File: src/rtl/sdr_pkg.sv
// Shared types and constants for the SD sector read engine.
// Assumes an SPI-mode card and byte-wide exchanges.
package sdr_pkg;

    typedef enum logic [2:0] {
        ST_IDLE,
        ST_LEAD,
        ST_CMD,
        ST_R1,
        ST_TOKEN,
        ST_DATA,
        ST_CRC
    } sdr_state_t;

    localparam logic [1:0] ERR_OK = 2'd0;
    localparam logic [1:0] ERR_IO = 2'd1;
    localparam logic [1:0] ERR_WP = 2'd2;
    localparam logic [1:0] ERR_NR = 2'd3;

    localparam logic [7:0] CMD_READ_ONE = 8'h51;
    localparam logic [7:0] FILL_BYTE    = 8'hFF;
    localparam logic [7:0] START_TOKEN  = 8'hFE;

endpackage

File: src/rtl/sdr_cmd_builder.sv
// Builds the six command bytes of a single-block read from a latched sector
// number. The address is either a byte address (sector << log2(sector size))
// or a block address (zero-extended). Purely combinational; the index selects
// the byte. Assumes LSN_W + log2(SECTOR_BYTES) >= 32 is not required.
module sdr_cmd_builder #(
    parameter int LSN_W        = 24,
    parameter int SECTOR_BYTES = 512
) (
    input  logic [LSN_W-1:0] lsn,
    input  logic             block_mode,
    input  logic [2:0]       idx,
    output logic [7:0]       cmd_byte
);
    import sdr_pkg::*;

    localparam int ADDR_W     = 32;
    localparam int ADDR_BYTES = ADDR_W / 8;
    localparam int SHIFT      = $clog2(SECTOR_BYTES);

    logic [ADDR_W-1:0] addr;
    logic [7:0]        addr_byte [ADDR_BYTES];

    // Pick the address form the card expects.
    always_comb begin
        if (block_mode) addr = ADDR_W'(lsn);
        else            addr = ADDR_W'({lsn, {SHIFT{1'b0}}});
    end

    // Split the address into bytes, most significant first.
    for (genvar k = 0; k < ADDR_BYTES; k++) begin : g_addr
        assign addr_byte[k] = addr[ADDR_W-1-8*k -: 8];
    end

    // Select the frame byte for the current position.
    always_comb begin
        case (idx)
            3'd0:    cmd_byte = CMD_READ_ONE;
            3'd1:    cmd_byte = addr_byte[0];
            3'd2:    cmd_byte = addr_byte[1];
            3'd3:    cmd_byte = addr_byte[2];
            3'd4:    cmd_byte = addr_byte[3];
            default: cmd_byte = FILL_BYTE;
        endcase
    end

endmodule

File: src/rtl/sdr_data_gate.sv
// Decides whether a payload byte at a given position is presented or dropped,
// according to the half-select code: zero keeps all, positive keeps the first
// half, negative (MSB set) keeps the second half.
module sdr_data_gate #(
    parameter int SECTOR_BYTES = 512
) (
    input  logic [1:0]                      half_sel,
    input  logic [$clog2(SECTOR_BYTES)-1:0] idx,
    output logic                            keep
);
    localparam int IDX_W = $clog2(SECTOR_BYTES);

    logic upper_half;
    assign upper_half = idx[IDX_W-1];

    // Map the signed half code to a keep decision.
    always_comb begin
        if (half_sel == 2'b00)  keep = 1'b1;
        else if (half_sel[1])   keep = upper_half;
        else                    keep = !upper_half;
    end

endmodule

File: src/rtl/sdr_ctrl.sv
// Sequencer of the read engine. Walks lead byte, command, status poll, token
// wait, payload and check bytes, one byte exchange at a time, and reports the
// result with a done pulse. Assumes spi_done only arrives for an outstanding
// request.
module sdr_ctrl #(
    parameter int LSN_W        = 24,
    parameter int SECTOR_BYTES = 512,
    parameter int R1_TRIES     = 256,
    parameter int TOKEN_LIMIT  = 4096,
    parameter int CRC_BYTES    = 2,
    parameter int CMD_LEN      = 6
) (
    input  logic                            clk,
    input  logic                            rst_n,
    input  logic                            start,
    input  logic                            card_present,
    input  logic [LSN_W-1:0]                lsn,
    input  logic                            block_mode,
    input  logic [1:0]                      half_sel,
    output logic [LSN_W-1:0]                lsn_q,
    output logic                            block_q,
    output logic [1:0]                      half_q,
    output logic [2:0]                      cmd_idx,
    input  logic [7:0]                      cmd_byte,
    output logic [$clog2(SECTOR_BYTES)-1:0] data_idx,
    input  logic                            keep,
    output logic                            spi_req,
    output logic [7:0]                      spi_tx,
    output logic                            spi_cs,
    input  logic                            spi_done,
    input  logic [7:0]                      spi_rx,
    output logic                            out_valid,
    output logic [7:0]                      out_data,
    output logic                            done,
    output logic [1:0]                      err,
    output logic                            busy
);
    import sdr_pkg::*;

    localparam int IDX_W   = $clog2(SECTOR_BYTES);
    localparam int MAX_AB  = (R1_TRIES > TOKEN_LIMIT) ? R1_TRIES : TOKEN_LIMIT;
    localparam int CNT_MAX = (MAX_AB > SECTOR_BYTES) ? MAX_AB : SECTOR_BYTES;
    localparam int CNT_W   = $clog2(CNT_MAX + 1);

    sdr_state_t       state, nxt_state;
    logic [CNT_W-1:0] cnt, nxt_cnt;
    logic             pend;
    logic             fire;
    logic             fin;
    logic [1:0]       fin_code;

    assign fire     = spi_done && pend;
    assign busy     = (state != ST_IDLE);
    assign spi_req  = busy && !pend;
    assign spi_tx   = (state == ST_CMD) ? cmd_byte : FILL_BYTE;
    assign cmd_idx  = cnt[2:0];
    assign data_idx = cnt[IDX_W-1:0];

    // Next state and counter for each completed exchange.
    always_comb begin
        nxt_state = state;
        nxt_cnt   = cnt;
        fin       = 1'b0;
        fin_code  = ERR_OK;
        if (fire) begin
            case (state)
                ST_LEAD: begin
                    nxt_state = ST_CMD;
                    nxt_cnt   = '0;
                end
                ST_CMD: begin
                    if (cnt == CNT_W'(CMD_LEN - 1)) begin
                        nxt_state = ST_R1;
                        nxt_cnt   = '0;
                    end else begin
                        nxt_cnt = cnt + 1'b1;
                    end
                end
                ST_R1: begin
                    if (!spi_rx[7]) begin
                        if (spi_rx == 8'h00) begin
                            nxt_state = ST_TOKEN;
                            nxt_cnt   = '0;
                        end else begin
                            fin      = 1'b1;
                            fin_code = ERR_IO;
                        end
                    end else if (cnt == CNT_W'(R1_TRIES - 1)) begin
                        fin      = 1'b1;
                        fin_code = ERR_IO;
                    end else begin
                        nxt_cnt = cnt + 1'b1;
                    end
                end
                ST_TOKEN: begin
                    if (spi_rx == START_TOKEN) begin
                        nxt_state = ST_DATA;
                        nxt_cnt   = '0;
                    end else if (cnt == CNT_W'(TOKEN_LIMIT - 1)) begin
                        fin      = 1'b1;
                        fin_code = ERR_IO;
                    end else begin
                        nxt_cnt = cnt + 1'b1;
                    end
                end
                ST_DATA: begin
                    if (cnt == CNT_W'(SECTOR_BYTES - 1)) begin
                        nxt_state = ST_CRC;
                        nxt_cnt   = '0;
                    end else begin
                        nxt_cnt = cnt + 1'b1;
                    end
                end
                ST_CRC: begin
                    if (cnt == CNT_W'(CRC_BYTES - 1)) begin
                        fin      = 1'b1;
                        fin_code = ERR_OK;
                    end else begin
                        nxt_cnt = cnt + 1'b1;
                    end
                end
                default: nxt_state = ST_IDLE;
            endcase
            if (fin) nxt_state = ST_IDLE;
        end
    end

    // Register state, exchange bookkeeping, outputs and latched request.
    always_ff @(posedge clk) begin
        if (!rst_n) begin
            state     <= ST_IDLE;
            cnt       <= '0;
            pend      <= 1'b0;
            spi_cs    <= 1'b0;
            out_valid <= 1'b0;
            out_data  <= '0;
            done      <= 1'b0;
            err       <= ERR_OK;
            lsn_q     <= '0;
            block_q   <= 1'b0;
            half_q    <= 2'b00;
        end else begin
            out_valid <= 1'b0;
            done      <= 1'b0;
            if (spi_req) pend <= 1'b1;
            if (fire)    pend <= 1'b0;
            if (state == ST_IDLE) begin
                if (start) begin
                    if (!card_present) begin
                        done <= 1'b1;
                        err  <= ERR_NR;
                    end else begin
                        lsn_q   <= lsn;
                        block_q <= block_mode;
                        half_q  <= half_sel;
                        spi_cs  <= 1'b1;
                        cnt     <= '0;
                        state   <= ST_LEAD;
                    end
                end
            end else begin
                state <= nxt_state;
                cnt   <= nxt_cnt;
                if (fire && state == ST_DATA) begin
                    out_valid <= keep;
                    out_data  <= spi_rx;
                end
                if (fin) begin
                    done   <= 1'b1;
                    err    <= fin_code;
                    spi_cs <= 1'b0;
                end
            end
        end
    end

    // A request is withdrawn for at least one cycle once issued.
    assert_single_outstanding_R12: assert property (@(posedge clk) disable iff (!rst_n)
        spi_req |=> !spi_req);

    // Every exchange happens with the card selected.
    assert_req_selected_R1: assert property (@(posedge clk) disable iff (!rst_n)
        spi_req |-> spi_cs);

    // Completion releases the card select.
    assert_cs_released_R8: assert property (@(posedge clk) disable iff (!rst_n)
        done |-> !spi_cs);

    // Done is a pulse unless a fresh start caused the second one.
    assert_done_pulse_R8: assert property (@(posedge clk) disable iff (!rst_n)
        done |=> (!done || $past(start)));

    // Payload bytes only appear during the payload or check phase.
    assert_out_window_R4: assert property (@(posedge clk) disable iff (!rst_n)
        out_valid |-> (state == ST_DATA || state == ST_CRC));

    // A not-ready result comes without the card having been selected.
    assert_notready_idle_R9: assert property (@(posedge clk) disable iff (!rst_n)
        (done && err == ERR_NR) |-> !$past(spi_cs));

endmodule

File: src/rtl/sd_sector_reader.sv
// Top of the SD sector read engine: a sequencer, a command frame builder and
// a payload keep/drop gate. Talks to an external byte-exchange SPI shifter
// through a request/done handshake.
module sd_sector_reader #(
    parameter int LSN_W        = 24,
    parameter int SECTOR_BYTES = 512,
    parameter int R1_TRIES     = 256,
    parameter int TOKEN_LIMIT  = 4096,
    parameter int CRC_BYTES    = 2
) (
    input  logic             clk,
    input  logic             rst_n,
    input  logic             start,
    input  logic [LSN_W-1:0] lsn,
    input  logic [1:0]       half_sel,
    input  logic             block_mode,
    input  logic             card_present,
    output logic             spi_req,
    output logic [7:0]       spi_tx,
    output logic             spi_cs,
    input  logic             spi_done,
    input  logic [7:0]       spi_rx,
    output logic             out_valid,
    output logic [7:0]       out_data,
    output logic             done,
    output logic [1:0]       err,
    output logic             busy
);
    localparam int IDX_W   = $clog2(SECTOR_BYTES);
    localparam int CMD_LEN = 6;

    logic [LSN_W-1:0] lsn_q;
    logic             block_q;
    logic [1:0]       half_q;
    logic [2:0]       cmd_idx;
    logic [7:0]       cmd_byte;
    logic [IDX_W-1:0] data_idx;
    logic             keep;

    sdr_ctrl #(
        .LSN_W(LSN_W), .SECTOR_BYTES(SECTOR_BYTES), .R1_TRIES(R1_TRIES),
        .TOKEN_LIMIT(TOKEN_LIMIT), .CRC_BYTES(CRC_BYTES), .CMD_LEN(CMD_LEN)
    ) u_ctrl (
        .clk(clk), .rst_n(rst_n), .start(start), .card_present(card_present),
        .lsn(lsn), .block_mode(block_mode), .half_sel(half_sel),
        .lsn_q(lsn_q), .block_q(block_q), .half_q(half_q),
        .cmd_idx(cmd_idx), .cmd_byte(cmd_byte),
        .data_idx(data_idx), .keep(keep),
        .spi_req(spi_req), .spi_tx(spi_tx), .spi_cs(spi_cs),
        .spi_done(spi_done), .spi_rx(spi_rx),
        .out_valid(out_valid), .out_data(out_data),
        .done(done), .err(err), .busy(busy)
    );

    sdr_cmd_builder #(.LSN_W(LSN_W), .SECTOR_BYTES(SECTOR_BYTES)) u_cmd (
        .lsn(lsn_q), .block_mode(block_q), .idx(cmd_idx), .cmd_byte(cmd_byte)
    );

    sdr_data_gate #(.SECTOR_BYTES(SECTOR_BYTES)) u_gate (
        .half_sel(half_q), .idx(data_idx), .keep(keep)
    );

endmodule

File: config.mk
export PLATFORM = sky130hd
export DESIGN_NAME = sd_sector_reader
export DESIGN_NICKNAME = d
export VERILOG_FILES = /design/src/rtl/sdr_pkg.sv /design/src/rtl/sdr_cmd_builder.sv /design/src/rtl/sdr_data_gate.sv /design/src/rtl/sdr_ctrl.sv /design/src/rtl/sd_sector_reader.sv
export SDC_FILE = /design/constraint.sdc
export NUM_CORES = 1
export LEC_CHECK = 0
export BUFFER_PORTS_ARGS = -buffer_cell sky130_fd_sc_hd__clkbuf_2
export CAP_MARGIN = 20
export CORE_MARGIN = 8
export CORE_UTILIZATION = 50
export DETAILED_ROUTE_END_ITERATION = 7
export PLACE_DENSITY_LB_ADDON = 0.15
export SLEW_MARGIN = 40
export SYNTH_ARGS = -nofsm -noshare
export SYNTH_HDL_FRONTEND = slang
export SYNTH_SLANG_ARGS = --single-unit
File: constraint.sdc
create_clock -name clk -period 4.9 [get_ports clk]
set_input_delay 0.245 -clock clk [delete_from_list [all_inputs] [get_ports clk]]
set_output_delay 0.245 -clock clk [all_outputs]
set_load 0.05 [all_outputs]
**Word-level counts from Yosys, hierarchy flattened**

Index checks and enable logic that the tools add are counted.

- Logic and storage cells: 122
- Output and inout bits: 23
- Input port bits: 40
- Register bits: 57

- Mux-type cells: 57
- Reductions and logical operators: 21
- Add/subtract/negate cells: 1
- Equal/unequal tests: 29
- Bitwise gates (word level): 3

Operator list:

| kind | number |
|---|---|
| 13-bit 2-to-1 mux | 12 |
| 13-bit one-hot mux with 6 select lines | 1 |
| 8-bit one-hot mux with 5 select lines | 1 |
| 32-bit 2-to-1 mux | 1 |
| 3-bit 2-to-1 mux | 10 |
| 1-bit 2-to-1 mux | 21 |
| 3-bit one-hot mux with 6 select lines | 1 |
| 2-bit 2-to-1 mux | 7 |
| 13-bit by 1-bit adder with 13-bit output (second input constant) | 1 |
| 13-bit by 1-bit == test with 1-bit output (second input constant) | 1 |
| 13-bit by 12-bit == test with 1-bit output (second input constant) | 1 |
| 13-bit by 3-bit == test with 1-bit output (second input constant) | 1 |
| 13-bit by 8-bit == test with 1-bit output (second input constant) | 1 |
| 13-bit by 9-bit == test with 1-bit output (second input constant) | 1 |
| 3-bit by 2-bit == test with 1-bit output (second input constant) | 4 |
| 3-bit == test (second input constant) | 4 |
| 4-bit by 1-bit inequality test with 1-bit output (second input constant) | 3 |
| 3-bit AND reduction | 3 |
| 9-bit AND reduction | 1 |
| 8-bit == test (second input constant) | 1 |
| 8-bit logical NOT | 1 |
| 8-bit 2-to-1 mux | 1 |
| 4-bit by 2-bit inequality test with 1-bit output (second input constant) | 2 |
| 4-bit inequality test (second input constant) | 2 |
| 19 further kinds | 29 |

**Longest topological paths before layout**

Gate-level depths: netlist of the first run.

- Depth after elaboration: 8
- Depth in mapped cells: 10
- Depth with buffers taken out: 8

**Modules after synthesis**

A second synthesis of the first run with hierarchy kept.

- Cell total of the unflattened synthesis: 403
- Area, all modules: 3196.8 um2

Modules (own cells, without submodules):

| module | sequential area each (um2) | cells each | area an instance (um2) | times used |
|---|---|---|---|---|
| sdr_ctrl | 1141.1 | 345 | 2715.1 | 1 |
| sdr_cmd_builder | 0.0 | 56 | 465.4 | 1 |
| sdr_data_gate | 0.0 | 2 | 16.3 | 1 |

**Worst setup path after synthesis of the first run**

No wires, ideal clock.

- Kind: reg2out
- Start: register u_ctrl.cnt[0]
- End: output port spi_tx[3]
- Arrival time: 2.410 ns
- Buffers on the path: 1
- Cell stages (with the launch flop): 8
- Path slack: 2.245 ns
- Required time: 4.655 ns
- Cells stage by stage: dfxtp_1 -> ha_1 -> ha_1 -> clkbuf_1 -> nand2_1 -> nand3_1 -> o22ai_1 -> o21ai_0

- Cells in the longest elaborated chain, start to end: 3
- Elaborated cells on any way between the ends: 7
- Classes of those cells: eq/ne (4); mux (2); reduce/logical (1)

Ends and longest elaborated chain:

| what | line | RTL |
|---|---|---|
| start: declaration | sdr_ctrl.sv:46 | `logic [CNT_W-1:0] cnt, nxt_cnt;` |
| start signal: assignment | sdr_ctrl.sv:163 | `cnt <= nxt_cnt;` |
| 3-bit == test (tied with other cells) | sdr_cmd_builder.sv:36 | `case (idx)` |
| 8-bit one-hot mux with 5 select lines * | sdr_cmd_builder.sv:36 |  |
| 8-bit 2-to-1 mux * | sdr_ctrl.sv:55 | `assign spi_tx = (state == ST_CMD) ? cmd_byte : FILL_BYTE;` |
| end: declaration | sd_sector_reader.sv:19 | `output logic [7:0] spi_tx,` |

Every way passes the cells marked *; elsewhere a longest branch is shown, timed or not.

**Worst setup path in the final report of the first run**

- Start: register u_ctrl.cnt[2]
- End: output port spi_tx[6]

The elaborated chain is that of the path after synthesis.

==> results of run 1 <==
[worst min-delay path by stage]
stage / startpoint / endpoint / slack [ns]
finish: lsn[13] / u_ctrl.lsn_q[13] / 0.12
floorplan: half_sel[0] / u_ctrl.half_q[0] / 0.38
global route: lsn[8] / u_ctrl.lsn_q[8] / 0.12
detailed placement: u_ctrl.half_q[0] / u_ctrl.half_q[0] / 0.45
global placement: u_ctrl.half_q[0] / u_ctrl.half_q[0] / 0.45
CTS: lsn[13] / u_ctrl.lsn_q[13] / 0.11
[worst reg2reg max path, cell delays in order, from the launching register on]
cell and delay, ns:
dfxtp_1 0.33, nor4_1 0.57, a41oi_1 0.22, a21o_1 0.21, nor2_1 0.56, nor2_1 0.23
a32o_1 0.27
[cell usage in the layout (no fill, tap or decap), drive strengths merged, types with 4 or more instances in the layout]
cell    netlist  layout
nand2        91      91
nor3          6       6
nand4         4       4
o21ai        21      21
nand3         7       7
dfxtp        57      57
nor3b         4       4
ha            5       5
a221o         7       7
o22ai         4       4
and3          5       5
mux2i        11      11
inv           7       7
clkbuf       19      75
nand4b        4       4
or4           4       4
a221oi        6       6
and2          5       5
nor2b         4       4
or3           7       7
nor2         24      24
a21oi        44      44
[power by group]
part	switching, mW	internal [mW]
clock	0.183	0.209
sequential	0.0192	0.482
combinational	0.0935	0.0471
total	0.295	0.738
[registers in the layout, summed over array words and instances, names as in the netlist]
| name | flops |
|---|---|
| u_ctrl.out_data | 8 |
| u_ctrl.err | 2 |
| u_ctrl.block_q | 1 |
| u_ctrl.spi_cs | 1 |
| u_ctrl.state | 3 |
| u_ctrl.lsn_q | 24 |
| u_ctrl.out_valid | 1 |
| u_ctrl.pend | 1 |
| u_ctrl.cnt | 13 |
| u_ctrl.half_q | 2 |
| u_ctrl.done | 1 |
[metal layers]
layer  global-route usage [%]  part of all wire [%]  routed length [um]
met1                     20.9                    43                3400
met2                     32.0                    50                3980
met3                     5.21                   5.6                 446
met4                     6.85                   1.2                  99
met5                        0                     0                   0
[layout make-up]
cell class,instances,area [um2],share of cell area (%)
sequential,57,1140,32.9
timing repair buffer,63,318,9.17
clock inverter,3,15.0,0.433
clock buffer,13,159,4.58
multi-input combinational,298,1710,49.4
inverter,7,26.3,0.758
tap,75,93.8,2.71
[cell families (layout without fill, tap and decap cells)]
logic type	Yosys count	in the layout	share of synthesized area (%)
buffers and inverters	31	86	4.50
adders and majority gates	5	5	2.10
AOI/OAI and AO/OA	105	105	22.4
muxes	12	12	4.08
DFF	57	57	38.3
and+or+nand+nor	176	176	28.6
[per-stage QoR]
stage          power, mW  util (%)
6_report            1.03      59.2
5_1_grt             1.08      59.2
4_1_cts             1.04      59.2
3_5_place_dp       0.652      56.2
3_3_place_gp       0.648      56.1
2_1_floorplan      0.608         -
==> flow_metrics.tcl, run 1 <==
set metrics [dict create \
    synthDistinctLibCells 53 \
    yosys.area.top_type "dfxtp_1" \
    setup_viol 0 \
    synth-seq-cells 57 \
    cp_max_fo 16 \
    synth_area_um2 2980 \
    clock.fmax_ghz 0.338 \
    drv_slew 0 \
    cpLargestDelayFamily "simple AND/OR/NAND/NOR gates" \
    io_buffers 62 \
    drt_iter0_drc 123 \
    routabilityCongestion 0.872 \
    fillCellCount 564 \
    min_path_type "input port to flip-flop" \
    end_kind "output pin" \
    peakVddDrop_mv 0.198 \
    period_share_pct 60.4 \
    worstMarginPinSlew_ns 0.804 \
    ys_async_sr_fraction_pct 0 \
    die_y_um 93.2 \
    fin_area_um2 3470 \
    instances_no_fill 516 \
    h-tree-depth 3 \
    n_antenna_cell 0 \
    grt_setup_unrepaired "no" \
    drt_pre_antenna_iters 4 \
    cts_hold_buf 0 \
    startpoint "u_ctrl.cnt[2]" \
    grt_max_degree 47 \
    synth_common_cells "nand2_1 (91), dfxtp_1 (57), a21oi_1 (44)" \
    cts_resized 0 \
    holdWs_ns 0.119 \
    crit_slowest_cell "or4_1" \
    nets 481 \
    route.detailed.drc 0 \
    setup_tns_ns 0 \
    hold_path_depth 3 \
    outcome "finished clean" \
    dp_cells 500 \
    critPathRequiredTime_ns 4.66 \
    die_x_um 93.2 \
    synth_flop_cell "dfxtp_1" \
    die_area_um2 8680 \
    timing.rr.end "u_ctrl.cnt[3]" \
    cp.arrival_ns 2.71 \
    timing_hold_violations_final 0 \
    crit_chain "inv_1 > ha_1 > or4_1 > and3_1 > a21boi_0 > o21ai_0 > clkbuf_2" \
    post-cts-setup-buffers 0 \
    critical_path_buf_inv_count 2 \
    r2r_cells 6 \
    fin_ws_ns 1.94 \
    overflow 0 \
    synth_edf_count 0 \
    grt_pass1_vias 2844 \
    startpoint_type "flip-flop" \
    cts.sinks 57 \
    clock_skew_ns 0.00708 \
    synthToLayoutAreaGrowth_pct 16.4 \
    initial_utilization_pct 50.9 \
    boundaryPins 63 \
    p_leak_nw 1.32 \
    yosys-top-cells-area "dfxtp_1 (38%), nand2_1 (11%), a21oi_1 (7.4%)" \
    numCtsBuffers 9 \
    syn_inst 386 \
    post_drt_wl_per_cell_um 15.4 \
    ant_nets 0 \
    path_class "flip-flop to output pin" \
    cts.path.max_buffers 2 \
    vias 2949 \
    clk_latency_ns 0.34 \
    finalWirelength_mm 7.92 \
    drive_gt1_share_pct 20.2 \
    grtUsageTotal_pct 18.4 \
    core_area_um2 5850 \
    place_ws_ns 2.24 \
    hpwlAfterDp_mm 5.62 \
    cp_num_cells 7 \
    power_density_nw_per_um2 298 \
    slew_headroom_pct 46.3 \
    dpl_cell_area_um2 3290 \
    ys_warn_count 0 \
    cp-endpoint "spi_tx[6]" \
    grt_pass1_wl_mm 13.1 \
    ys_seq_area_share_pct 38.3 \
    reg2reg_from "u_ctrl.cnt[12]" \
    cts.clk_slew.worst_paths_ns 0.07 \
    yosysMostFrequentCell "nand2_1" \
    root_buffer "clkbuf_8" \
    syn_nets 431 \
    drv_cap 0 \
    finalCriticalPeriod_ns 2.96 \
    cpPeakStageDelay_ns 0.55 \
    netlist.area_leader.share_pct 38.3 \
    r2r_slack_ns 2.40 \
    antenna_found_initial 0 \
    viasPerCell 5.72 \
    rows 28 \
    cts_tree "yes" \
    avgSynthCellArea_um2 7.71 \
]
Note: power is estimated with default switching activity, not from simulation.
==> run 2, diff against run 1 <==
--- a/config.mk
+++ b/config.mk
@@ -8,7 +8,7 @@
 export BUFFER_PORTS_ARGS = -buffer_cell sky130_fd_sc_hd__clkbuf_2
 export CAP_MARGIN = 20
 export CORE_MARGIN = 8
-export CORE_UTILIZATION = 50
+export CORE_UTILIZATION = 49
 export DETAILED_ROUTE_END_ITERATION = 7
 export PLACE_DENSITY_LB_ADDON = 0.15
 export SLEW_MARGIN = 40
==> constraint.sdc (replaced) <==
create_clock -name clk -period 2.5 [get_ports clk]
set_input_delay 0.125 -clock clk [delete_from_list [all_inputs] [get_ports clk]]
set_output_delay 0.125 -clock clk [all_outputs]
set_load 0.05 [all_outputs]
==> flow_metrics.tcl, run 2 (same netlist as run 1, synthesis figures left out) <==
set metrics [dict create \
    rows 28 \
    antenna_found_initial 0 \
    startpoint_type "flip-flop" \
    post_drt_wl_per_cell_um 15.2 \
    crit_top_cell "ha_2" \
    n_antenna_cell 0 \
    cp_max_fo 7 \
    power_density_nw_per_um2 624 \
    setup_tns_ns 0 \
    setup_viol 0 \
    nets 509 \
    core_area_um2 5890 \
    dpl_cell_area_um2 3360 \
    layout_commonest_cell "nand2_1" \
    peakVddDrop_mv 0.521 \
    boundaryPins 63 \
    holdWs_ns 0.00932 \
    route.detailed.drc 0 \
    grt_setup_unrepaired "no" \
    cts.path.max_buffers 2 \
    grtUsageTotal_pct 19.2 \
    outcome "finished clean" \
    regMostFlops "u_ctrl.lsn_q" \
    crit_slowest_cell "or4_1" \
    clock.fmax_ghz 0.408 \
    synthToLayoutAreaGrowth_pct 28.1 \
    initial_utilization_pct 50.6 \
    finalWirelength_mm 8.29 \
    crit_chain "ha_2 > ha_2 > or4_1 > and3_4 > a21boi_1 > o21ai_1 > clkbuf_8" \
    slew_headroom_pct 56.4 \
    die_area_um2 8830 \
    grt_max_degree 47 \
    r2r_slack_ns 0.23 \
    overflow 0 \
    vias 3097 \
    critical_path_buf_inv_count 1 \
    cts_tree "yes" \
    post-route-util_pct 64.8 \
    cpPeakStageDelay_ns 0.53 \
    cts.clk_slew.worst_paths_ns 0.08 \
    h-tree-depth 3 \
    post-cts-setup-buffers 0 \
    finalCriticalPeriod_ns 2.45 \
    path_class "flip-flop to output pin" \
    drive_gt1_share_pct 22.4 \
    root_buffer "clkbuf_8" \
    end_kind "output pin" \
    drv_cap 0 \
    die_x_um 94.0 \
    worstMarginPinSlew_ns 0.653 \
    min_path_type "input port to flip-flop" \
    io_buffers 62 \
    multi_input_comb_area_um2 1710 \
    clock_skew_ns 0.00889 \
    drt_pre_antenna_iters 4 \
    reg_top3 "u_ctrl.lsn_q: 24 flops, u_ctrl.cnt: 13 flops, u_ctrl.out_data: 8 flops" \
    cpLargestDelayFamily "simple AND/OR/NAND/NOR gates" \
    timing_hold_violations_final 0 \
    mostFrequentLayoutCells "nand2_1 (91), clkbuf_2 (60), dfxtp_1 (54), a21oi_1 (44), nor2_1 (24)" \
    viasPerCell 5.69 \
    cts.sinks 57 \
    period_share_pct 98.1 \
    regArea_um2 1150 \
    grt_pass1_vias 2981 \
    critPathRequiredTime_ns 2.38 \
    cp.arrival_ns 2.33 \
    hpwlAfterDp_mm 5.71 \
    clk_latency_ns 0.34 \
    largest_reg_flops 24 \
    fillCellCount 543 \
    p_leak_nw 1.47 \
    drv_slew 0 \
    drt_iter0_drc 168 \
    fin_area_um2 3810 \
    ant_nets 0 \
    grt_pass1_wl_mm 13.8 \
    numCtsBuffers 9 \
    die_y_um 94.0 \
    routabilityCongestion 0.893 \
]
run 2: changes by cell type in the layout (fill, tap and decap cells not counted), moves of 3 or more:
cell           before  now
buf_4               1   11
o21ai_0            19   14
o21ai_1             2    7
dlygate4sd3_1       0   18
bufinv_16           0    3
dfxtp_1            57   54
run 2: final timing paths:
check | startpoint | end | cells past startpoint
max | u_ctrl.cnt[0] | spi_tx[4] | 7
min | lsn[13] | u_ctrl.lsn_q[13] | 3
max reg2reg | u_ctrl.state[2] | u_ctrl.cnt[0] | 7
min reg2reg | u_ctrl.half_q[0] | u_ctrl.half_q[0] | 2
run 2: cell type report:
type                    instances  area share (%)
repair buffers                 91            15.3
flip-flops and latches         57            30.1
clock inverters                 7            3.28
well taps                      75            2.46
inverters                       7           0.722
clock buffers                   9            3.25
multi-input cells             298            44.9
run 2: repair_timing:
item,4_1_cts,5_1_grt
hold endpoints to repair,18,0
gates resized for setup,8,6
endpoints found under the setup margin,2,2
hold buffers,18,0
run 2: stage by stage:
stage,setup WS (ns),instances,power [mW]
2_1_floorplan,0.0118,386,1.19
3_3_place_gp,0.276,510,1.28
3_5_place_dp,0.212,510,1.28
4_1_cts,0.00465,544,2.39
5_1_grt,0.0137,544,2.47
6_report,0.0487,544,2.38
run 2: worst register-to-register path: stages (launching register included):
cell	delay, ns
dfxtp_1	0.43
nor3_4	0.38
inv_2	0.11
mux2i_1	0.20
o21ai_1	0.10
or3_4	0.45
or3_1	0.38
a21oi_1	0.14
run 2: power by group:
part	total (mW)	leakage [nW]	switching [mW]	internal (mW)
Clock	1.09	0.124	0.418	0.672
Sequential	0.977	0.465	0.0341	0.943
Combinational	0.312	0.881	0.193	0.119
run 2: routing by layer:
metal / up-vias / global-route usage (%) / share of wire [%]
met1: 1451 / 24.3 / 46
li1: 1532 / - / -
met3: 9 / 5.52 / 8.2
met5: - / 0 / 0
met4: 0 / 8.06 / 1.6
met2: 105 / 29.6 / 44
==> run 3, diff against run 2 <==
--- a/config.mk
+++ b/config.mk
@@ -6,12 +6,12 @@
 export NUM_CORES = 1
 export LEC_CHECK = 0
 export BUFFER_PORTS_ARGS = -buffer_cell sky130_fd_sc_hd__clkbuf_2
-export CAP_MARGIN = 20
 export CORE_MARGIN = 8
-export CORE_UTILIZATION = 49
+export CORE_UTILIZATION = 50
 export DETAILED_ROUTE_END_ITERATION = 7
 export PLACE_DENSITY_LB_ADDON = 0.15
 export SLEW_MARGIN = 40
 export SYNTH_ARGS = -nofsm -noshare
 export SYNTH_HDL_FRONTEND = slang
+export SYNTH_HIERARCHICAL = 1
 export SYNTH_SLANG_ARGS = --single-unit
==> flow_metrics.tcl, run 3 <==
set metrics [dict create \
    avgSynthCellArea_um2 7.94 \
    path_class "flip-flop to flip-flop" \
    core_area_um2 6200 \
    synthToLayoutAreaGrowth_pct 21.2 \
    drv_slew 0 \
    worstMarginPinSlew_ns 0.563 \
    die_area_um2 9060 \
    vias 3064 \
    place_ws_ns 0.0636 \
    drt_iter0_drc 197 \
    p_leak_nw 1.52 \
    peakVddDrop_mv 0.520 \
    drt_pre_antenna_iters 4 \
    setup_viol 0 \
    p_sw_mw 0.599 \
    cp.arrival_ns 2.68 \
    root_buffer "clkbuf_8" \
    fin_ws_ns 0.0349 \
    grt_pass1_wl_mm 13.4 \
    initial_utilization_pct 50.6 \
    syn_nets 437 \
    sequentialPowerShare_pct 43.6 \
    post_drt_wl_per_cell_um 15.5 \
    boundaryPins 63 \
    synth_area_um2 3140 \
    period_share_pct 98.6 \
    nets 501 \
    startpoint_type "flip-flop" \
    hpwlAfterDp_mm 6.02 \
    overflow 0 \
    layout_commonest_cell "nand2_1" \
    regMostFlops "u_ctrl/lsn_q" \
    syn_inst 395 \
    cts.sinks 57 \
    pwr-share-comb_pct 13.7 \
    die_y_um 95.2 \
    antenna_found_initial 0 \
    grt_pass1_vias 2842 \
    n_antenna_cell 0 \
    outcome "finished clean" \
    finalWirelength_mm 8.36 \
    ys_warn_count 6 \
    viasPerCell 5.67 \
    h-tree-depth 3 \
    clk_latency_ns 0.34 \
    cts.clk_slew.worst_paths_ns 0.07 \
    swShare_pct 26.7 \
    rows 29 \
    cts.path.max_buffers 2 \
    slew_headroom_pct 62.4 \
    total_power_mw 2.24 \
    drv_cap 0 \
    grt_max_degree 37 \
    power_density_nw_per_um2 589 \
    routabilityCongestion 0.860 \
    drive_gt1_share_pct 24.6 \
    cts_tree "yes" \
    pwr-share-clk_pct 42.7 \
    mostFrequentLayoutCells "nand2_1 (81), clkbuf_2 (62), dfxtp_1 (57), a21oi_1 (47), nor2_1 (21)" \
    clock_skew_ns 0.00918 \
    post-cts-setup-buffers 0 \
    largest_reg_flops 24 \
    finalCriticalPeriod_ns 2.47 \
    io_buffers 62 \
    fillCellCount 576 \
    power.internal_mw 1.64 \
    end_kind "flip-flop" \
    grt_setup_unrepaired "yes" \
    reg_top3 "u_ctrl/lsn_q: 24 flops, u_ctrl/cnt: 13 flops, u_ctrl/out_data: 8 flops" \
    cp_max_fo 7 \
    clock.fmax_ghz 0.406 \
    die_x_um 95.2 \
    timing_hold_violations_final 0 \
    grtUsageTotal_pct 18.6 \
    route.detailed.drc 0 \
    critPathRequiredTime_ns 2.71 \
    numCtsBuffers 9 \
    min_path_type "input port to flip-flop" \
    ant_nets 0 \
]
==> run 3: critical path, stage by stage (launching register included) <==
cell and delay (ns):
dfxtp_1 0.34, or4_4 0.58, o41ai_1 0.50, o2111ai_1 0.22, and3_1 0.30, nand2_1 0.26, o32ai_1 0.14
==> run 3: metal layers <==
metal	GRT usage (%)	vias up	routed length [um]
met5	0	-	0
met4	7.41	0	135
met3	3.54	10	468
met2	31.7	84	4260
met1	22.4	1445	3500
li1	-	1525	-
==> run 3: timing repair <==
action | 4_1_cts | 5_1_grt
resized for setup | 0 | 3
hold buffers | 4 | 0
endpoints found under the hold margin | 4 | 0
endpoints found under the setup margin | 0 | 8
==> run 3: power groups by stage <==
stage / sequential (mW) / combinational [mW] / clock (mW)
floorplan: 0.998 / 0.199 / 0
global placement: 0.996 / 0.294 / 0
detailed placement: 0.997 / 0.299 / 0
CTS: 0.976 / 0.305 / 0.970
global route: 0.982 / 0.335 / 1.01
finish: 0.977 / 0.306 / 0.956
==> run 3: final cells by class <==
class                           instances  area, um2  area share, %
Clock inverter                          5       80.1           2.11
Multi-Input combinational cell        297       1820           47.7
Sequential cell                        57       1140           30.0
Clock buffer                           10        138           3.62
Tap cell                               77       96.3           2.53
Inverter                               11       41.3           1.09
Timing Repair Buffer                   83        490           12.9
==> run 3: path summary, 6_finish.rpt <==
kind / startpoint / end / slack, ns / cells past startpoint
hold / removal: lsn[8] / u_ctrl/lsn_q[8] / 0.003 / 3
hold reg to reg: u_ctrl/lsn_q[23] / u_ctrl/lsn_q[23] / 0.46 / 2
setup / recovery: u_ctrl/cnt[9] / u_ctrl/cnt[7] / 0.03 / 6
setup reg to reg: u_ctrl/cnt[9] / u_ctrl/cnt[7] / 0.03 / 6
==> run 3: stage by stage <==
step                      instances  TNS, ns  cell area [um2]  hold WS (ns)  util, %
after floorplan                 395        0             3140         0.261        -
after global placement          521        0             3520         0.348     56.8
after detailed placement        521        0             3520         0.353     56.8
after CTS                       540        0             3780      0.000426     61.0
after global routing            540   -0.231             3800       0.00467     61.3
final                           540        0             3800       0.00252     61.3
